**src/rtl/bps_pkg.sv**
```systemverilog
package bps_pkg;
  typedef enum logic [1:0] {
    STEER_SINGLE = 2'b00,
    STEER_FWD    = 2'b01,
    STEER_HALF   = 2'b10,
    STEER_REV    = 2'b11
  } steer_e;

  // strobes from the timing control to the datapath
  typedef struct packed {
    logic run;   // counter is running a period
    logic load;  // shadow values move to working registers this edge
  } strobe_t;
endpackage

```
**src/rtl/bps_ctrl.sv**
```systemverilog
module bps_ctrl
  import bps_pkg::*;
#(
  parameter int TMR_W  = 8,
  parameter int FRAC_W = 2
) (
  input  logic                     clk,
  input  logic                     rstN,
  input  logic                     pwmEn,
  input  logic [TMR_W-1:0]         periodIn,
  output logic [TMR_W+FRAC_W-1:0]  cnt,
  output strobe_t                  strb
);
  localparam int CW = TMR_W + FRAC_W;

  logic [TMR_W-1:0]  tmrQ, perAct;
  logic [FRAC_W-1:0] fracQ;
  logic              started, atEnd, loadNow;

  assign atEnd   = (tmrQ == perAct) && (fracQ == {FRAC_W{1'b1}});
  assign loadNow = pwmEn && (!started || atEnd);
  assign cnt       = {tmrQ, fracQ};
  assign strb.run  = started;
  assign strb.load = loadNow;

  always_ff @(posedge clk or negedge rstN) begin
    if (!rstN) begin
      tmrQ    <= '0;
      fracQ   <= '0;
      started <= 1'b0;
      perAct  <= '0;
    end else if (!pwmEn) begin
      tmrQ    <= '0;
      fracQ   <= '0;
      started <= 1'b0;
    end else if (loadNow) begin
      tmrQ    <= '0;
      fracQ   <= '0;
      started <= 1'b1;
      perAct  <= periodIn;
    end else begin
      fracQ <= fracQ + 1'b1;
      if (fracQ == {FRAC_W{1'b1}}) tmrQ <= tmrQ + 1'b1;
    end
  end

  // count never passes the end of the working period
  p_cnt_range_r2: assert property (@(posedge clk) disable iff (!rstN)
    cnt <= CW'({perAct, {FRAC_W{1'b1}}}));

  // disabled PWM parks the counter
  p_idle_park_r8: assert property (@(posedge clk) disable iff (!rstN)
    !pwmEn |=> (cnt == '0) && !strb.run);
endmodule

```
**src/rtl/bps_datapath.sv**
```systemverilog
module bps_datapath
  import bps_pkg::*;
#(
  parameter int TMR_W  = 8,
  parameter int FRAC_W = 2,
  parameter int DEAD_W = 4
) (
  input  logic                     clk,
  input  logic                     rstN,
  input  strobe_t                  strb,
  input  logic [TMR_W+FRAC_W-1:0]  cnt,
  input  logic [TMR_W-1:0]         dutyHiIn,
  input  logic [FRAC_W-1:0]        dutyLoIn,
  input  steer_e                   steerIn,
  input  logic [1:0]               polIn,
  input  logic [DEAD_W-1:0]        deadIn,
  input  logic                     ccpOut,
  input  logic                     ccpOe,
  output logic [3:0]               chOut,
  output logic [3:0]               chOe
);
  localparam int CW = TMR_W + FRAC_W;

  // working copies, loaded at period start
  logic [CW-1:0]     dutyAct;
  steer_e            steerAct, steerQ, steerQ2;
  logic [1:0]        polAct, polQ, polQ2;
  logic [DEAD_W-1:0] deadAct, deadQ;

  logic       rawQ, runQ, runQ2;
  logic [3:0] lvlNx, oeNx, lvlQ, oeQ, actLvl, inv;
  logic [1:0] lvlHb;

  always_ff @(posedge clk or negedge rstN) begin
    if (!rstN) begin
      dutyAct  <= '0;
      steerAct <= STEER_SINGLE;
      polAct   <= '0;
      deadAct  <= '0;
    end else if (strb.load) begin
      dutyAct  <= {dutyHiIn, dutyLoIn};
      steerAct <= steerIn;
      polAct   <= polIn;
      deadAct  <= deadIn;
    end
  end

  // stage 1: compare
  always_ff @(posedge clk or negedge rstN) begin
    if (!rstN) begin
      rawQ   <= 1'b0;
      runQ   <= 1'b0;
      steerQ <= STEER_SINGLE;
      polQ   <= '0;
      deadQ  <= '0;
    end else begin
      rawQ   <= strb.run && (cnt < dutyAct);
      runQ   <= strb.run;
      steerQ <= steerAct;
      polQ   <= polAct;
      deadQ  <= deadAct;
    end
  end

  // stage 2: steering
  always_comb begin
    lvlNx = '0;
    oeNx  = '0;
    if (runQ) begin
      case (steerQ)
        STEER_SINGLE: begin lvlNx[0] = rawQ; oeNx = 4'b0001; end
        STEER_FWD:    begin lvlNx = 4'b0001; lvlNx[3] = rawQ; oeNx = 4'b1111; end
        STEER_HALF:   oeNx = 4'b0011;
        default:      begin lvlNx = 4'b0100; lvlNx[1] = rawQ; oeNx = 4'b1111; end
      endcase
    end
  end

  always_ff @(posedge clk or negedge rstN) begin
    if (!rstN) begin
      lvlQ    <= '0;
      oeQ     <= '0;
      runQ2   <= 1'b0;
      steerQ2 <= STEER_SINGLE;
      polQ2   <= '0;
    end else begin
      lvlQ    <= lvlNx;
      oeQ     <= oeNx;
      runQ2   <= runQ;
      steerQ2 <= steerQ;
      polQ2   <= polQ;
    end
  end

  // half-bridge turn-on delay, one cell per channel of the pair
  for (genvar g = 0; g < 2; g++) begin : gDead
    logic [DEAD_W-1:0] dlyQ;
    logic              actQ, want;
    assign want = runQ && (steerQ == STEER_HALF) && ((g == 0) ? rawQ : !rawQ);
    always_ff @(posedge clk or negedge rstN) begin
      if (!rstN) begin
        dlyQ <= '0;
        actQ <= 1'b0;
      end else if (!want) begin
        dlyQ <= '0;
        actQ <= 1'b0;
      end else if (dlyQ >= deadQ) begin
        actQ <= 1'b1;
      end else begin
        dlyQ <= dlyQ + 1'b1;
      end
    end
    assign lvlHb[g] = actQ;
  end

  // polarity and release
  always_comb begin
    actLvl = (steerQ2 == STEER_HALF) ? {2'b00, lvlHb} : lvlQ;
    inv    = {polQ2[0], polQ2[1], polQ2[0], polQ2[1]};
    if (runQ2) begin
      chOe  = oeQ;
      chOut = (actLvl ^ inv) & oeQ;
    end else begin
      chOe  = {3'b000, ccpOe};
      chOut = {3'b000, ccpOut};
    end
  end

  // working values hold between period starts
  p_act_hold_r9: assert property (@(posedge clk) disable iff (!rstN)
    !strb.load |=> $stable(dutyAct) && $stable(steerAct) && $stable(polAct));

  // complementary pair never both on
  p_no_overlap_r10: assert property (@(posedge clk) disable iff (!rstN)
    (runQ2 && steerQ2 == STEER_HALF) |-> !(lvlHb[0] && lvlHb[1]));

  // forward bridge statics
  p_fwd_static_r4: assert property (@(posedge clk) disable iff (!rstN)
    (runQ2 && steerQ2 == STEER_FWD) |-> (lvlQ[0] && !lvlQ[1] && !lvlQ[2]));
endmodule

```
**src/rtl/bridge_pwm_steer.sv**
```systemverilog
module bridge_pwm_steer
  import bps_pkg::*;
#(
  parameter int TMR_W  = 8,
  parameter int FRAC_W = 2,
  parameter int DEAD_W = 4
) (
  input  logic              clk,
  input  logic              rstN,
  input  logic              pwmEn,
  input  logic [TMR_W-1:0]  periodIn,
  input  logic [TMR_W-1:0]  dutyHiIn,
  input  logic [FRAC_W-1:0] dutyLoIn,
  input  logic [1:0]        steerIn,
  input  logic [1:0]        polIn,
  input  logic [DEAD_W-1:0] deadIn,
  input  logic              ccpOut,
  input  logic              ccpOe,
  output logic [3:0]        chOut,
  output logic [3:0]        chOe
);
  localparam int CW = TMR_W + FRAC_W;

  strobe_t       strb;
  logic [CW-1:0] cnt;

  bps_ctrl #(.TMR_W(TMR_W), .FRAC_W(FRAC_W)) u_ctrl (
    .clk(clk), .rstN(rstN), .pwmEn(pwmEn), .periodIn(periodIn),
    .cnt(cnt), .strb(strb)
  );

  bps_datapath #(.TMR_W(TMR_W), .FRAC_W(FRAC_W), .DEAD_W(DEAD_W)) u_dp (
    .clk(clk), .rstN(rstN), .strb(strb), .cnt(cnt),
    .dutyHiIn(dutyHiIn), .dutyLoIn(dutyLoIn), .steerIn(steer_e'(steerIn)),
    .polIn(polIn), .deadIn(deadIn), .ccpOut(ccpOut), .ccpOe(ccpOe),
    .chOut(chOut), .chOe(chOe)
  );
endmodule

```
**config.mk**
```make
export PLATFORM = sky130hd
export DESIGN_NAME = bridge_pwm_steer
export DESIGN_NICKNAME = d
export VERILOG_FILES = /design/src/rtl/bps_pkg.sv /design/src/rtl/bps_ctrl.sv /design/src/rtl/bps_datapath.sv /design/src/rtl/bridge_pwm_steer.sv
export SDC_FILE = /design/constraint.sdc
export NUM_CORES = 1
export LEC_CHECK = 0
export ABC_CLOCK_PERIOD_IN_PS = 4580
export BUFFER_PORTS_ARGS = -buffer_cell sky130_fd_sc_hd__buf_4
export CAP_MARGIN = 20
export CORE_MARGIN = 1
export CORE_UTILIZATION = 25
export CTS_CLUSTER_SIZE = 25
export DETAILED_ROUTE_END_ITERATION = 6
export SYNTH_ARGS = -nofsm -noshare
export SYNTH_HDL_FRONTEND = slang
export SYNTH_SLANG_ARGS = --single-unit
```
**constraint.sdc**
```tcl
create_clock -name clk -period 4.58 [get_ports clk]
set_input_delay 1.145 -clock clk [delete_from_list [all_inputs] [get_ports clk]]
set_output_delay 1.145 -clock clk [all_outputs]
set_load 0.1 [all_outputs]
```
==> metrics.txt, run 1 <==
Inst Count DP roughly 460; Rows 40; port bufs 38; Post-synth EDFFs 0; # Max-Cap Violations 0; GRT overflow 0; die width about 110 microns; cell mode on critical path buf_4; hpwl dp between 4 and 5 mm; final design utilization 0.324; Nets around 350; Hold Buf Count CTS 0; WP buf/inv 2; synthesis-stage register bit count 68; status completed; worst clock skew around 7 ps; worst setup path category input pin to output pin; full die area approximately 13000 sq um; Post-CTS Resized 0; drt pass-1 iters 4; number of buffers created by CTS 9; Clock transition at path regs 50 ps; Ys Warns 0; commonest non-fill, non-tap cell in the layout dfrtp_1; P&R area growth vs syn 24.2%; Leak approximately 1.9 nW; Worst Hold Class flip-flop to flip-flop; # IOs 39; min Tclk post-route roughly 2900 ps; RR Startpoint u_ctrl.fracQ[0]; Synth top area share 0.535; CP delay by family, top buffers and inverters; main area contributors after synthesis dfrtp_1 53%, mux2_4 9.4%, ha_1 8.3%, xnor2_1 3.9%, nor2_1 3.2%; Synth Cell Area roughly 3200 sq um; DR vias/cell 4.05; gr usage total 0.0987; Peak VDD IR between 0.2 and 0.25 mV; H-tree depth 3; drt total wl roughly 5.7 mm; most frequent cells in the layout 68 x dfrtp_1, 38 x buf_4, 27 x nor2_1, 21 x ha_1, 20 x mux2_4; Clock Path Buffers 2; crit path to chOe[0]; Synth Area per Inst around 12 sq um; Final Wtd Congestion roughly 0.76; CP Launch Point ccpOe; Max Slew Vio Count 0; Setup Total Neg Slack 0 ps; initial antenna violation count 0; critical path depth 3; Worst R2R End u_ctrl.perAct[2]; Setup Fix Bufs, Post-CTS 0; period utilization 0.634; sequential area share after synthesis 0.535; Fill cells roughly 1200; via count ~1900; setup violators final 0; syn_nets between 300 and 400; worst-margin pin slew 857 ps; Core Footprint between 10000 and 15000 sq um; post-route ant nets 0; clk_lat worst skew 330 ps; CTS tree built; non-filler cells, final approximately 470; DIE HEIGHT about 110 microns; Starting Density 0.261; maximum clock rate roughly 340 MHz; Crit path required time 3430 ps; WL/cell around 12 microns; Power Density between 400 and 500 nW/um^2; post-synth top area cell dfrtp_1; Top FF cell, synth dfrtp_1; pin count of the biggest net entering global routing 69; Arrival @ worst endpoint 1760 ps; slew margin rel. 0.428; layout cells sized above 1 0.269; library cells used by synthesis 36; worst-path cell chain buf_4 > or2_2 > buf_4; final worst slack 1680 ps; RSZ-0062 raised after global routing no; synthesized instance count around 260; first-pass GRT wire length 9.73 mm; asr flop ratio synth 1.00; sink count of the clock tree around 70; Ant. Diodes 0; Final Hold Fails 0; flop2flop setup slack approximately 2400 ps; Residual DRC 0; CP max stage delay 270 ps; Placement Setup Slack between 1500 and 2000 ps; cells on worst reg2reg path 6; Clock Root Buffer clkbuf_16; CP Capture Type output pin; number of global-route vias before repair approximately 2000; initial detailed-routing violation count slightly above 100; CP max-delay cell or2_2; launching element type of the critical path input pin; critical-path maximum fanout 1; Worst Hold Slack ~360 ps
==> cells by family after synthesis <==
group,share of synthesized area
AO/OA/AOI/OAI,0.0476
XOR/XNOR,0.0633
adder cells (fa/ha/maj),0.0826
buffers and inverters,0.0342
flip-flops,0.535
multiplexers,0.132
AND/OR/NAND/NOR,0.106
==> flip-flops by register name, summed over array words and instances, names as in the netlist, 3 cells and up <==
register,count
u_ctrl.perAct,8
u_dp.gDead.dlyQ,8
u_ctrl.tmrQ,8
u_dp.oeQ,3
u_dp.dutyAct,10
u_dp.lvlQ,4
u_dp.deadQ,4
u_dp.deadAct,4
==> through the flow <==
step / power (mW) / area [sq um]
after floorplan: 0.872 / 3180
after global routing: 1.68 / 3950
after global placement: 0.936 / 3640
after detailed placement: 0.943 / 3640
after CTS: 1.62 / 3930
final: 1.60 / 3950
==> per-layer routing <==
metal	wire length, microns	up-vias	share of wire	track usage
li1	-	959	-	-
met1	2630	916	0.46	0.116
met2	2690	37	0.47	0.158
met3	312	5	0.055	0.0490
met4	55	0	0.0097	0.0294
met5	0	-	0	0
==> power by group <==
part           switching (mW)  internal [mW]  total, mW
Combinational           0.119          0.113      0.232
Clock                   0.235          0.432      0.667
Sequential             0.0379          0.661      0.699
Total                   0.392           1.21       1.60
==> worst min-delay path by stage <==
stage          depth (start not counted)             to    startpoint
2_1_floorplan                          0  u_dp.polQ2[0]  u_dp.polQ[0]
3_3_place_gp                           0  u_dp.polQ2[1]  u_dp.polQ[1]
3_5_place_dp                           0  u_dp.polQ2[0]  u_dp.polQ[0]
4_1_cts                                0  u_dp.polQ2[0]  u_dp.polQ[0]
5_1_grt                                0  u_dp.polQ2[0]  u_dp.polQ[0]
6_report                               0  u_dp.polQ2[1]  u_dp.polQ[1]
==> final cells by class <==
type	instances	area, sq um	area share
multi-input combinational	164	1370	0.347
tap	168	210	0.0532
clock buffer	13	250	0.0633
inverter	19	71.3	0.0180
timing repair buffer	39	313	0.0791
sequential	68	1700	0.431
clock inverter	2	35.0	0.00886
==> synthesized netlist by cell type, types with 2 or more instances <==
cell type,instances
dfrtp_1,68
nor2_1,27
ha_1,21
mux2_4,20
inv_1,19
xnor2_1,14
nand2_1,11
xor2_1,9
mux2_2,7
o21ai_0,6
a21oi_1,5
mux2i_1,4
nand4_1,4
and2_1,3
and3_1,3
nand2b_1,3
nand3_1,3
nor3_1,3
o21a_1,3
a211oi_1,2
buf_6,2
clkbuf_1,2
o211ai_1,2
or2_2,2
or3_1,2
No activity file was read; power rests on OpenSTA's default activity.
==> run 2, diff against run 1 <==
ABC_CLOCK_PERIOD_IN_PS = 2350   (was 4580)
clock period = 2.35 ns   (was 4.58 ns; I/O delays follow)
==> run 2 against run 1 <==
Wire length increased by 4.1%. Highest routed layer unchanged. Clock power increased by 99%. Final area increased by 2.6%. Sequential power increased by 95%. Clock skew decreased by 2.2 ps.
==> metrics.txt, run 2 (synthesis results as in run 1) <==
status completed; maximum clock rate ~450 MHz; RR Startpoint u_dp.gDead[1].dlyQ[0]; RSZ-0062 raised after global routing no; port bufs 38 (unchanged); period utilization 0.947; Worst R2R End u_dp.gDead[1].dlyQ[3]; area occupied by multi-input gates 1380 sq um (+0.91%); Final Wtd Congestion 0.767 (+1.2%); CP Capture Type output pin; Nets 360 (+2.0%); Final Hold Fails 0 (unchanged); Power Density 783 nW/um^2 (+94%); post-route ant nets 0 (unchanged); Placement Setup Slack 84.5 ps (-1590 ps); max reg flops 10 (unchanged); die width 115 microns (unchanged); commonest non-fill, non-tap cell in the layout dfrtp_1; # Max-Cap Violations 0 (unchanged); setup violators final 0 (unchanged); GRT overflow 0 (unchanged); worst clock skew 4.83 ps (-2.24 ps); Worst Hold Slack 349 ps (-8.80 ps); worst setup path category flip-flop to output pin; Register Area 1700 sq um (unchanged); Residual DRC 0 (unchanged); Worst Hold Class input pin to asynchronous set/reset pin; Placed Area 3700 sq um (+1.6%); flop2flop setup slack 290 ps (-2140 ps); H-tree depth 3 (unchanged); Hold Buf Count CTS 0 (unchanged); sink count of the clock tree 68 (unchanged); launching element type of the critical path flip-flop; Leak 1.92 nW (+2.8%); DR vias/cell 4.07 (+0.49%); initial antenna violation count 0 (unchanged); Clock transition at path regs 60 ps (about the same); Rows 40 (unchanged); final worst slack 125 ps (-1550 ps); hpwl dp 4.30 mm (+5.8%); crit path to chOut[0]; fin area 4050 sq um (+2.6%); most frequent cells in the layout 68 x dfrtp_1, 43 x buf_4, 25 x nor2_1, 21 x mux2_4, 21 x ha_1; Starting Density 0.261 (unchanged); WL/cell 12.3 microns (+2.4%); Clock Path Buffers 2 (unchanged); non-filler cells, final 481 (+1.7%); Peak VDD IR 0.288 mV (+33%); pin count of the biggest net entering global routing 69 (unchanged); Clock Root Buffer clkbuf_16; number of global-route vias before repair 2122 (+8.4%); number of buffers created by CTS 9 (unchanged); full die area 13200 sq um (unchanged); Ant. Diodes 0 (unchanged); CP Launch Point u_dp.steerQ2[0]; Inst Count DP 464 (+1.5%); via count 1959 (+2.2%); CP max-delay cell dfrtp_1; CP max stage delay 380 ps (+110 ps); critical-path maximum fanout 2 (+1); first-pass GRT wire length 10.3 mm (+6.1%); Fill cells 1247 (unchanged); P&R area growth vs syn 27.4%; clk_lat worst skew 330 ps (about the same); worst-margin pin slew 838 ps (-19.4 ps); Core Footprint 12200 sq um (unchanged); drt pass-1 iters 4 (unchanged); Arrival @ worst endpoint 1640 ps (-120 ps); Setup Fix Bufs, Post-CTS 0 (unchanged); Setup Total Neg Slack 0 ps (unchanged); Crit path required time 1760 ps (-1670 ps); total power 3.17 mW (+99%); initial detailed-routing violation count 59 (-42%); CTS tree built; Largest Register u_dp.dutyAct; min Tclk post-route between 2000 and 2500 ps; # IOs 39 (unchanged); drt total wl 5.92 mm (+4.1%); gr usage total 0.103 (+0.00443); slew margin rel. 0.441 (+0.0129); DIE HEIGHT 115 microns (unchanged); final design utilization 0.332 (+0.00830); Max Slew Vio Count 0 (unchanged); cells on worst reg2reg path 7 (+1); layout cells sized above 1 0.310 (+0.0411); worst-path cell chain nor2b_2 > mux2i_1 > xnor2_1 > mux2_4 > buf_12
## run 2: where the power goes
| group | switching [mW] | internal, mW |
|---|---|---|
| Sequential | 0.0770 | 1.29 |
| Clock | 0.508 | 0.825 |
| Combinational | 0.238 | 0.237 |
| Total | 0.823 | 2.35 |
## run 2: final cells by class
type | instances | area share
Clock buffer | 9 | 0.0556
Clock inverter | 7 | 0.0188
Inverter | 19 | 0.0176
Multi-Input combinational cell | 164 | 0.341
Sequential cell | 68 | 0.420
Tap cell | 168 | 0.0519
Timing Repair Buffer | 46 | 0.0951
## run 2: worst max-delay path, delay by kind of cell (launching register included)
family                    cells  cell delay [ps]
buffers and inverters         1              170
DFF                           1              380
muxes                         2              500
xor gates and xnor gates      1               80
and+or+nand+nor               1              170
## run 2: what timing repair did
item / in CTS / in global routing
setup endpoints to repair: 2 / 2
resized for setup: 2 / 5
gates cloned: 0 / 0
## run 2: worst min path at each step
stage | endpoint | cells after the start | slack (ps) | from
after global routing | u_dp.polQ2[1] | 0 | 350 | u_dp.polQ[1]
final | u_dp.oeQ[0] | 1 | 350 | rstN
after global placement | u_dp.polQ2[0] | 0 | 340 | u_dp.polQ[0]
after CTS | u_dp.polQ2[1] | 0 | 350 | u_dp.polQ[1]
after detailed placement | u_dp.polQ2[1] | 0 | 340 | u_dp.polQ[1]
after floorplan | u_ctrl.fracQ[0] | 0 | 290 | rstN
## run 2: per-layer routing
layer / vias up / track usage / share of wire
li1: 972 / - / -
met1: 943 / 0.124 / 0.47
met2: 37 / 0.171 / 0.48
met3: 7 / 0.0390 / 0.044
met4: 0 / 0.0338 / 0.010
met5: - / 0 / 0
